**src/rtl/cwt_pkg.sv**
```systemverilog
package cwt_pkg;
  localparam int WAIT_W     = 5;
  localparam int CFG_W      = 16;
  localparam int REGION_W   = 4;
  localparam int NUM_WIN    = 3;
  localparam int SRAM_LSB   = 0;
  localparam int WIN_LSB    = 2;
  localparam int WIN_STRIDE = 3;
  localparam int PF_BIT     = 14;
  localparam int WIN_PAIR0  = 4;

  localparam logic [REGION_W-1:0] REG_XRAM  = 4'd2;
  localparam logic [REGION_W-1:0] REG_SRAM0 = 4'd14;
  localparam logic [REGION_W-1:0] REG_SRAM1 = 4'd15;

  typedef logic [WAIT_W-1:0] wait_t;

  typedef struct packed {
    wait_t n16;
    wait_t s16;
    wait_t p16;
    wait_t n32;
    wait_t s32;
    wait_t p32;
  } wait_set_t;

  function automatic wait_t nonseq_waits(input logic [1:0] code);
    case (code)
      2'd0:    return wait_t'(4);
      2'd1:    return wait_t'(3);
      2'd2:    return wait_t'(2);
      default: return wait_t'(8);
    endcase
  endfunction

  function automatic wait_t seq_waits(input int win, input logic fast);
    if (fast) return wait_t'(1);
    return wait_t'(2 << win);
  endfunction
endpackage

```
**src/rtl/cwt_rst_sync.sv**
```systemverilog
module cwt_rst_sync #(
  parameter int STAGES = 2
) (
  input  logic clk,
  input  logic rst_n,
  output logic rst_sync_n
);
  logic [STAGES-1:0] sync_q;

  always_ff @(posedge clk or negedge rst_n) begin
    if (!rst_n) sync_q <= '0;
    else        sync_q <= {sync_q[STAGES-2:0], 1'b1};
  end

  assign rst_sync_n = sync_q[STAGES-1];
endmodule

```
**src/rtl/cwt_cfg_reg.sv**
```systemverilog
module cwt_cfg_reg
  import cwt_pkg::*;
(
  input  logic             clk,
  input  logic             rst_n,
  input  logic             we,
  input  logic [CFG_W-1:0] wdata,
  output logic [CFG_W-1:0] cfg
);
  logic [CFG_W-1:0] cfg_q, cfg_nxt;

  always_comb begin
    cfg_nxt = cfg_q;
    if (we) cfg_nxt = wdata;
  end

  always_ff @(posedge clk or negedge rst_n) begin
    if (!rst_n) cfg_q <= '0;
    else        cfg_q <= cfg_nxt;
  end

  assign cfg = cfg_q;
endmodule

```
**src/rtl/cwt_wait_table.sv**
```systemverilog
module cwt_wait_table
  import cwt_pkg::*;
(
  input  logic [CFG_W-1:0]    cfg,
  input  logic [REGION_W-1:0] region,
  output wait_set_t           waits
);
  wait_set_t win_ws [NUM_WIN];
  wait_set_t sram_ws;
  wait_set_t xram_ws;
  wait_t     sram_n;

  for (genvar w = 0; w < NUM_WIN; w++) begin : g_win
    localparam int CODE_LSB = WIN_LSB + WIN_STRIDE * w;
    wait_t n16, s16, n32, s32;
    assign n16 = nonseq_waits(cfg[CODE_LSB +: 2]);
    assign s16 = seq_waits(w, cfg[CODE_LSB + 2]);
    assign n32 = n16 + wait_t'(1) + s16;
    assign s32 = (s16 << 1) + wait_t'(1);
    assign win_ws[w] = '{n16: n16, s16: s16,
                         p16: cfg[PF_BIT] ? wait_t'(0) : s16,
                         n32: n32, s32: s32,
                         p32: cfg[PF_BIT] ? wait_t'(0) : s32};
  end

  assign sram_n  = nonseq_waits(cfg[SRAM_LSB +: 2]);
  assign sram_ws = '{n16: sram_n, s16: sram_n, p16: sram_n,
                     n32: (sram_n << 1) + wait_t'(1),
                     s32: (sram_n << 1) + wait_t'(1),
                     p32: (sram_n << 1) + wait_t'(1)};
  assign xram_ws = '{n16: wait_t'(2), s16: wait_t'(2), p16: wait_t'(2),
                     n32: wait_t'(5), s32: wait_t'(5), p32: wait_t'(5)};

  always_comb begin
    waits = '0;
    if (region == REG_XRAM) waits = xram_ws;
    if (region == REG_SRAM0 || region == REG_SRAM1) waits = sram_ws;
    for (int w = 0; w < NUM_WIN; w++) begin
      if (region[REGION_W-1:1] == (REGION_W-1)'(WIN_PAIR0 + w)) waits = win_ws[w];
    end
  end
endmodule

```
**src/rtl/cwt_cost_calc.sv**
```systemverilog
module cwt_cost_calc
  import cwt_pkg::*;
#(
  parameter int LEN_W  = 4,
  parameter int COST_W = LEN_W + 5
) (
  input  wait_set_t          waits,
  input  logic               wide,
  input  logic               seq,
  input  logic               pref,
  input  logic               write,
  input  logic [LEN_W-1:0]   len,
  output logic [COST_W-1:0]  cost
);
  wait_t              sel_wait;
  logic [COST_W-1:0]  single_cost, first_beat, next_beat, tail_beats, burst_cost;
  logic               is_burst;

  always_comb begin
    if (pref)     sel_wait = wide ? waits.p32 : waits.p16;
    else if (seq) sel_wait = wide ? waits.s32 : waits.s16;
    else          sel_wait = wide ? waits.n32 : waits.n16;
  end

  always_comb begin
    single_cost = COST_W'(sel_wait) + (write ? COST_W'(1) : COST_W'(2));
    first_beat  = COST_W'(waits.n32) + COST_W'(1);
    next_beat   = COST_W'(waits.s32) + COST_W'(1);
    is_burst    = (len > LEN_W'(1));
    tail_beats  = COST_W'(len - LEN_W'(1));
    burst_cost  = first_beat + tail_beats * next_beat;
    cost        = is_burst ? burst_cost : single_cost;
  end
endmodule

```
**src/rtl/cwt_cycle_counter.sv**
```systemverilog
module cwt_cycle_counter #(
  parameter int COST_W = 9
) (
  input  logic              clk,
  input  logic              rst_n,
  input  logic              start,
  input  logic [COST_W-1:0] load_val,
  output logic              busy,
  output logic              last
);
  logic [COST_W-1:0] cnt_q, cnt_nxt;
  logic              busy_q, busy_nxt;
  logic              cnt_en;

  assign cnt_en = start | busy_q;
  assign last   = busy_q && (cnt_q == COST_W'(1));

  always_comb begin
    cnt_nxt  = cnt_q;
    busy_nxt = busy_q;
    if (start) begin
      cnt_nxt  = load_val;
      busy_nxt = 1'b1;
    end else if (busy_q) begin
      cnt_nxt  = cnt_q - COST_W'(1);
      busy_nxt = (cnt_q != COST_W'(1));
    end
  end

  always_ff @(posedge clk or negedge rst_n) begin
    if (!rst_n) begin
      cnt_q  <= '0;
      busy_q <= 1'b0;
    end else if (cnt_en) begin
      cnt_q  <= cnt_nxt;
      busy_q <= busy_nxt;
    end
  end

  assign busy = busy_q;
endmodule

```
**src/rtl/cart_wait_timer.sv**
```systemverilog
module cart_wait_timer
  import cwt_pkg::*;
#(
  parameter int LEN_W = 4
) (
  input  logic               clk,
  input  logic               rst_n,
  input  logic               cfg_we,
  input  logic [15:0]        cfg_wdata,
  input  logic               req_valid,
  input  logic [3:0]         req_region,
  input  logic               req_wide,
  input  logic               req_seq,
  input  logic               req_pref,
  input  logic               req_write,
  input  logic [LEN_W-1:0]   req_len,
  output logic               busy_o,
  output logic               ready_o,
  output logic [LEN_W+4:0]   cost_o
);
  localparam int COST_W = LEN_W + 5;

  logic              rst_sync_n;
  logic [CFG_W-1:0]  cfg;
  wait_set_t         waits;
  logic [COST_W-1:0] cost_calc, cost_q;
  logic              accept, cost_en;

  cwt_rst_sync #(.STAGES(2)) i_rst_sync (
    .clk        (clk),
    .rst_n      (rst_n),
    .rst_sync_n (rst_sync_n)
  );

  cwt_cfg_reg i_cfg_reg (
    .clk   (clk),
    .rst_n (rst_sync_n),
    .we    (cfg_we),
    .wdata (cfg_wdata),
    .cfg   (cfg)
  );

  cwt_wait_table i_wait_table (
    .cfg    (cfg),
    .region (req_region),
    .waits  (waits)
  );

  cwt_cost_calc #(.LEN_W(LEN_W), .COST_W(COST_W)) i_cost_calc (
    .waits (waits),
    .wide  (req_wide),
    .seq   (req_seq),
    .pref  (req_pref),
    .write (req_write),
    .len   (req_len),
    .cost  (cost_calc)
  );

  assign accept  = req_valid && !busy_o;
  assign cost_en = accept;

  cwt_cycle_counter #(.COST_W(COST_W)) i_counter (
    .clk      (clk),
    .rst_n    (rst_sync_n),
    .start    (accept),
    .load_val (cost_calc),
    .busy     (busy_o),
    .last     (ready_o)
  );

  always_ff @(posedge clk or negedge rst_sync_n) begin
    if (!rst_sync_n)  cost_q <= '0;
    else if (cost_en) cost_q <= cost_calc;
  end

  assign cost_o = cost_q;
endmodule

```
**config.mk**
```make
export PLATFORM = sky130hd
export DESIGN_NAME = cart_wait_timer
export DESIGN_NICKNAME = d
export VERILOG_FILES = /design/src/rtl/cwt_pkg.sv /design/src/rtl/cwt_rst_sync.sv /design/src/rtl/cwt_cfg_reg.sv /design/src/rtl/cwt_wait_table.sv /design/src/rtl/cwt_cost_calc.sv /design/src/rtl/cwt_cycle_counter.sv /design/src/rtl/cart_wait_timer.sv
export SDC_FILE = /design/constraint.sdc
export NUM_CORES = 1
export LEC_CHECK = 0
export BUFFER_PORTS_ARGS = -buffer_cell sky130_fd_sc_hd__buf_2
export CORE_ASPECT_RATIO = 1.25
export CORE_MARGIN = 10
export CORE_UTILIZATION = 30
export DETAILED_ROUTE_END_ITERATION = 10
export GPL_ROUTABILITY_DRIVEN = 0
export PLACE_DENSITY = 0.44
export SLEW_MARGIN = 0
export SYNTH_ARGS = -nofsm -noshare
export SYNTH_HDL_FRONTEND = slang
export SYNTH_SLANG_ARGS = --single-unit
```
**constraint.sdc**
```tcl
create_clock -name clk -period 2.3 [get_ports clk]
set_input_delay 0.46 -clock clk [delete_from_list [all_inputs] [get_ports clk]]
set_output_delay 0.46 -clock clk [all_outputs]
set_load 0.1 [all_outputs]
```
==> impl_metrics.csv, run 1 <==
group,metric,value,unit
floorplanning,coreArea,13300,um2
timing,setup_viol,19,
synthesis,netlist_top_cells_count,"inv_1, nand2_1, ha_1, nor2_1, dfrtp_1",
synthesis,synth_area_leaders,"dfrtp_1, ha_1, fa_1",
floorplanning,rows,47,
synthesis,synth.top_cell.area_share,20.3,%
timing,drv_slew,0,
final_layout,area_growth,48.0,%
final_layout,final_area,6030,um2
status,violations,"negative setup slack",
worst_setup_path,reg2reg_setup_slack,-2890,ps
power,p_total,4.50,mW
detailed_routing,drtAntennaViolNets,0,
cts,root_buffer,"clkbuf_16",
floorplanning,die_area,18700,um2
timing,min_period_over_period,225,%
timing,finClkSkew,4.02,ps
synthesis,synth_edf_count,0,
worst_setup_path,critical_path_class,"reg2reg",
timing,hold_viol,0,
power,p_leak,2.86,nW
synthesis,ys_warn_count,0,
placement,place_area,5360,um2
placement,dp_slack,-3180,ps
floorplanning,io_pins,43,
timing,grt_setup_unrepaired,"true",
final_layout,diodes,0,
timing,tightest_slew,571,ps
placement,io_buffers,38,
grt,grt.overflow.total,0,
final_layout,post-route-util,45.4,%
timing,min_period,5190,ps
synthesis,syn_inst,475,
synthesis,synth_area,4070,um2
cts,cts_htree_levels,2,
floorplanning,die_width,124,um
grt,grtUsageTotal,12.8,%
synthesis,synth_cell_types,72,
detailed_routing,dr.first_iter.drc_count,195,
detailed_routing,drt-wirelength-per-cell,15.1,um
grt,grt_pass1_wl,19900,um
grt,use_met3,2.04,%
grt,antenna_found_initial,0,
power,clockPowerShare,19.6,%
grt,grtUsageMet2,24.7,%
detailed_routing,drtPass1Iterations,4,
cts,cts_buffers,5,
timing,max_slew_margin,61.8,%
grt,grt_max_degree,23,
grt,grt_use_met1,14.2,%
power,p_int,2.55,mW
placement,dp_hpwl,10000,um
final_layout,drive_gt1_share,42.6,%
worst_setup_path,endpoint_kind,"flip-flop",
worst_hold_path,hp-class,"reg2async",
cts,tritoncts,"built",
timing,max_freq,193,MHz
power,sw_frac_of_total,43.5,%
final_layout,fillers,1350,
final_layout,finalNetCount,730,
run,max_cap_violations,0,
power,p_switching,1.96,mW
cts,numClockSinks,33,
synthesis,ys_ff_latch,33,
worst_setup_path,cp_slowest_cell,"fa_1",
power,powerDensity,747,nW/um2
detailed_routing,viasPerCell,4.71,
floorplanning,initial_core_util,30.7,%
power,pwr-share-seq,20.4,%
synthesis,synth_most_common_cell,"inv_1",
cts,clk_path_buf_depth,2,
synthesis,synth_ff_type,"dfrtp_1",
synthesis,seq_area_frac_synth,20.3,%
synthesis,synth_top_area_cell,"dfrtp_1",
detailed_routing,vias,3781,
synthesis,synthArstFlopShare,100,%
status,status,"complete, but fails checks",
power,comb_power_share,60.0,%
grt,grt_pass1_vias,4068,
detailed_routing,drc,0,
cts,clk_pin_slew_worst_paths,60,ps
worst_setup_path,cp_slowest_stage_delay,520,ps
timing,setup_slack,-2890,ps
worst_setup_path,critPathLaunchType,"flip-flop",
worst_setup_path,cp_max_fo,4,
worst_setup_path,critPathRequiredTime,2450,ps
synthesis,synth.avg_cell_area,8.58,um2
worst_setup_path,worst_ep_arrival_time,5340,ps
synthesis,syn_nets,574,
cts,clk_latency,280,ps
grt,busiest_layer,"met2",
power,peakVddDrop,0.566,mV
detailed_routing,drt_wl_total,12100,um
floorplanning,die_y,150,um
==> path summary, 6_finish.rpt <==
path	startpoint	end	cells after the start
max	i_cfg_reg.cfg[0]	i_counter.cnt_q[8]	25
min	i_rst_sync.sync_q[1]	i_cfg_reg.cfg[2]	0
max reg2reg	i_cfg_reg.cfg[0]	i_counter.cnt_q[8]	25
min reg2reg	i_rst_sync.sync_q[1]	i_cfg_reg.cfg[2]	0
max in group asynchronous	i_rst_sync.sync_q[1]	i_counter.busy	1
min in group clk	i_rst_sync.sync_q[0]	i_rst_sync.sync_q[1]	0
==> cells by family (layout without fill, tap and decap cells) <==
logic type	count (synthesis)	count (layout)	synth area share (%)
AND/OR/NAND/NOR	152	152	18.4
AO/OA/AOI/OAI	100	100	16.9
buffers and inverters	76	233	7.59
adder cells (fa/ha/maj)	67	67	24.4
flip-flops	33	33	20.3
XOR/XNOR	32	32	7.40
multiplexers	14	14	4.91
other	1	1	0.0920
==> repair_timing <==
| item | 4_1_cts | 5_1_grt |
|---|---|---|
| setup endpoints to repair | 19 | 19 |
| endpoints found under the hold margin | 2 | 0 |
| hold buffers | 1 | 0 |
| buffers inserted | 12 | 5 |
| pin swaps | 25 | 36 |
| resized for setup | 44 | 32 |
==> power by group through the flow <==
stage	Combinational [mW]	Clock (mW)	Sequential, mW
finish	2.70	0.882	0.918
global placement	2.31	0	0.918
detailed placement	2.32	0	0.920
CTS	2.51	0.901	0.922
global route	2.95	0.926	0.946
floorplan	1.14	0	1.41
==> placed cells by master, fill, tap and decap left out, types with 10 or more instances in the layout <==
cell,synthesis,final
buf_6,1,10
xnor2_1,20,16
ha_1,46,28
a21oi_1,20,11
o21ai_0,26,18
nor2_1,38,36
dfrtp_1,33,32
buf_4,4,117
xor2_1,10,10
buf_2,1,37
inv_1,59,42
nand2_1,53,52
inv_2,0,16
ha_4,0,17
fa_1,21,21
==> metal layers <==
metal,up-vias,share of wire [%]
li1,1930,-
met5,-,0
met1,1781,42
met3,16,2.9
met2,54,53
met4,0,1.7
==> layout make-up <==
cell class                      instances  area, um2  share of cell area (%)
Clock buffer                            5        125                    2.07
Tap cell                              171        214                    3.55
Timing Repair Buffer                  166       1210                    20.0
Inverter                               59        224                    3.71
Clock inverter                          3       65.1                    1.08
Sequential cell                        33        827                    13.7
Multi-Input combinational cell        366       3370                    55.9
==> through the flow <==
step / std cells / hold WS [ps] / setup TNS (ps)
floorplan: 475 / 164 / -32410
global placement: 778 / 245 / -41950
detailed placement: 778 / 246 / -43030
CTS: 798 / 262 / -37940
global route: 803 / 279 / -40560
finish: 803 / 230 / -37370
==> critical path, delay by kind of cell, from the launching register on <==
| kind | cells | cell delay (ps) |
|---|---|---|
| and+or+nand+nor | 4 | 520 |
| muxes | 1 | 480 |
| AOI/OAI and AO/OA | 7 | 700 |
| adders and majority gates | 7 | 2540 |
| DFF | 1 | 410 |
| buffers and inverters | 5 | 220 |
| xor gates and xnor gates | 1 | 170 |
==> registers in the layout, summed over array words and instances (netlist names) <==
name               count
cost_o                 9
i_cfg_reg.cfg         12
i_counter.busy         1
i_counter.cnt_q        9
i_rst_sync.sync_q      2
(Power assumes the default switching activity.)
==> run 2: changes to the inputs <==
--- a/config.mk
+++ b/config.mk
@@ -15,4 +15,5 @@
 export SLEW_MARGIN = 0
 export SYNTH_ARGS = -nofsm -noshare
 export SYNTH_HDL_FRONTEND = slang
+export SYNTH_HIERARCHICAL = 1
 export SYNTH_SLANG_ARGS = --single-unit
==> run 2 against run 1 <==
Effect of this change: the run still ends with negative setup slack left; total power grew 7.4%; final cell count down 8.7%; worst setup slack lost 22 ps; die area fell by 0.19%; maximum frequency shrank 0.42%; global-route usage fell by 0.77 points; first-iteration DRC count shrank 62%; clock-buffer cell count increased by 1; non-clock buffer count decreased by 10; critical path type unchanged.
==> impl_metrics.csv, run 2 <==
group,metric,value,unit
power,p_leak,2.77,nW
final_layout,regArea,827,um2
grt,grt_pass1_wl,18000,um
floorplanning,initial_core_util,30.6,%
floorplanning,coreArea,13300,um2
timing,min_period_over_period,226,%
worst_setup_path,cp_max_fo,4,
grt,busiest_layer,"met2",
detailed_routing,viasPerCell,4.62,
run,max_cap_violations,0,
placement,io_buffers,38,
worst_setup_path,cp_slowest_cell,"fa_1",
worst_setup_path,worst_ep_arrival_time,5410,ps
final_layout,final_area,5860,um2
grt,grtUsageMet2,23.5,%
grt,grt_pass1_vias,3719,
power,comb_power_share,67.2,%
grt,grtUsageTotal,12.1,%
placement,place_area,5280,um2
power,peakVddDrop,0.731,mV
detailed_routing,drt_wl_total,11200,um
detailed_routing,dr.first_iter.drc_count,74,
floorplanning,die_area,18600,um2
final_layout,diodes,0,
timing,drv_slew,0,
worst_setup_path,critPathBufInv,4,
status,status,"complete, but fails checks",
floorplanning,rows,47,
worst_setup_path,critical_path_class,"reg2reg",
cts,clk_latency,270,ps
grt,grt_use_met1,12.9,%
cts,clk_path_buf_depth,2,
cts,numClockSinks,33,
worst_setup_path,worstPathCellList,"ha_4, mux4_2, and2_4, buf_6, nand3_4, xor2_4, buf_4, nor2_2, fa_1, fa_1, inv_1, fa_1, inv_1, ha_4, ha_4, a21oi_2, o21ai_2, and3_4, or3b_4, mux2i_2, nor2_1, a31oi_1",
worst_hold_path,hp-class,"reg2async",
grt,grt.overflow.total,0,
cts,clk_pin_slew_worst_paths,50,ps
floorplanning,die_width,124,um
synthesis,synth.avg_cell_area,9.63,um2
placement,dp_hpwl,9450,um
synthesis,synth_area,4070,um2
cts,tritoncts,"built",
worst_setup_path,cp_top_family,"adder cells",
worst_setup_path,endpoint_kind,"flip-flop",
grt,antenna_found_initial,0,
worst_setup_path,critPathLaunchType,"flip-flop",
worst_setup_path,r2r-start,"i_cfg_reg/cfg[0]",
power,sw_frac_of_total,45.6,%
worst_setup_path,critPathRequiredTime,2500,ps
timing,setup_viol,18,
final_layout,area_growth,44.1,%
power,p_int,2.63,mW
cts,cts_buffers,5,
final_layout,fillers,1312,
detailed_routing,drtAntennaViolNets,0,
timing,grt_setup_unrepaired,"true",
worst_setup_path,reg2reg_setup_slack,-2910,ps
final_layout,final_common_cell,"buf_4",
final_layout,drive_gt1_share,52.8,%
timing,max_freq,192,MHz
power,clockPowerShare,13.1,%
final_layout,finalNetCount,660,
detailed_routing,drt-wirelength-per-cell,15.2,um
cts,cts_htree_levels,2,
timing,whs,259,ps
timing,hold_viol,0,
grt,use_met3,1.84,%
power,powerDensity,826,nW/um2
final_layout,mostFrequentLayoutCells,"buf_4, inv_1, buf_2",
power,p_total,4.84,mW
detailed_routing,drtPass1Iterations,4,
worst_setup_path,reg2reg_to,"i_counter/cnt_q[8]",
synthesis,ys_warn_count,6,
final_layout,multiInputGateArea,3340,um2
power,pwr-share-seq,19.7,%
worst_setup_path,cp_slowest_stage_delay,550,ps
floorplanning,die_y,150,um
cts,root_buffer,"clkbuf_16",
final_layout,post-route-util,44.1,%
worst_setup_path,reg2reg_depth,22,
floorplanning,io_pins,43,
detailed_routing,vias,3390,
power,p_switching,2.20,mW
timing,setup_slack,-2910,ps
timing,fin_tns_setup,-38740,ps
timing,min_period,5210,ps
timing,finClkSkew,2.94,ps
status,violations,"negative setup slack",
synthesis,syn_inst,422,
grt,grt_max_degree,32,
detailed_routing,drc,0,
final_layout,largest_reg_flops,12,
[run 2: final cells by class]
type / instances / area share [%]
flip-flops and latches: 33 / 14.1
repair buffers: 156 / 19.2
well taps: 171 / 3.65
multi-input cells: 309 / 57.1
clock inverters: 2 / 0.171
clock buffers: 6 / 2.20
inverters: 56 / 3.59
[run 2: repair_timing]
item,4_1_cts,5_1_grt
endpoints found under the setup margin,18,18
hold endpoints to repair,2,0
pin swaps,24,15
gates resized for setup,45,34
hold buffers,1,0
buffers inserted,1,9
[run 2: through the flow]
stage,setup slack (ps),cells
2_1_floorplan,-2870,424
3_3_place_gp,-3000,717
3_5_place_dp,-3060,717
4_1_cts,-2950,727
5_1_grt,-3150,733
6_report,-2910,733
[run 2: worst max-delay path by stage]
stage	startpoint	end	slack, ps	depth (start not counted)
6_report	i_cfg_reg/cfg[0]	i_counter/cnt_q[8]	-2910	22
5_1_grt	i_cfg_reg/cfg[0]	i_counter/cnt_q[8]	-3150	23
4_1_cts	i_cfg_reg/cfg[0]	i_counter/cnt_q[8]	-2950	23
3_5_place_dp	req_region[1]	i_counter/cnt_q[8]	-3060	24
3_3_place_gp	i_cfg_reg/cfg[8]	i_counter/cnt_q[8]	-3000	24
2_1_floorplan	req_region[2]	i_counter/cnt_q[8]	-2870	23
[run 2: power by group through the flow]
stage | sequential (mW) | clock (mW) | combinational [mW]
detailed placement | 0.955 | 0 | 2.87
global route | 0.986 | 0.677 | 3.55
global placement | 0.945 | 0 | 2.84
finish | 0.953 | 0.635 | 3.25
floorplan | 1.51 | 0 | 1.52
CTS | 0.954 | 0.649 | 3.05
[run 2: per-layer routing]
metal	share of wire, %	wire [um]
met2	56	6230
met3	2.7	305
met4	2.4	271
met5	0	0
met1	39	4340
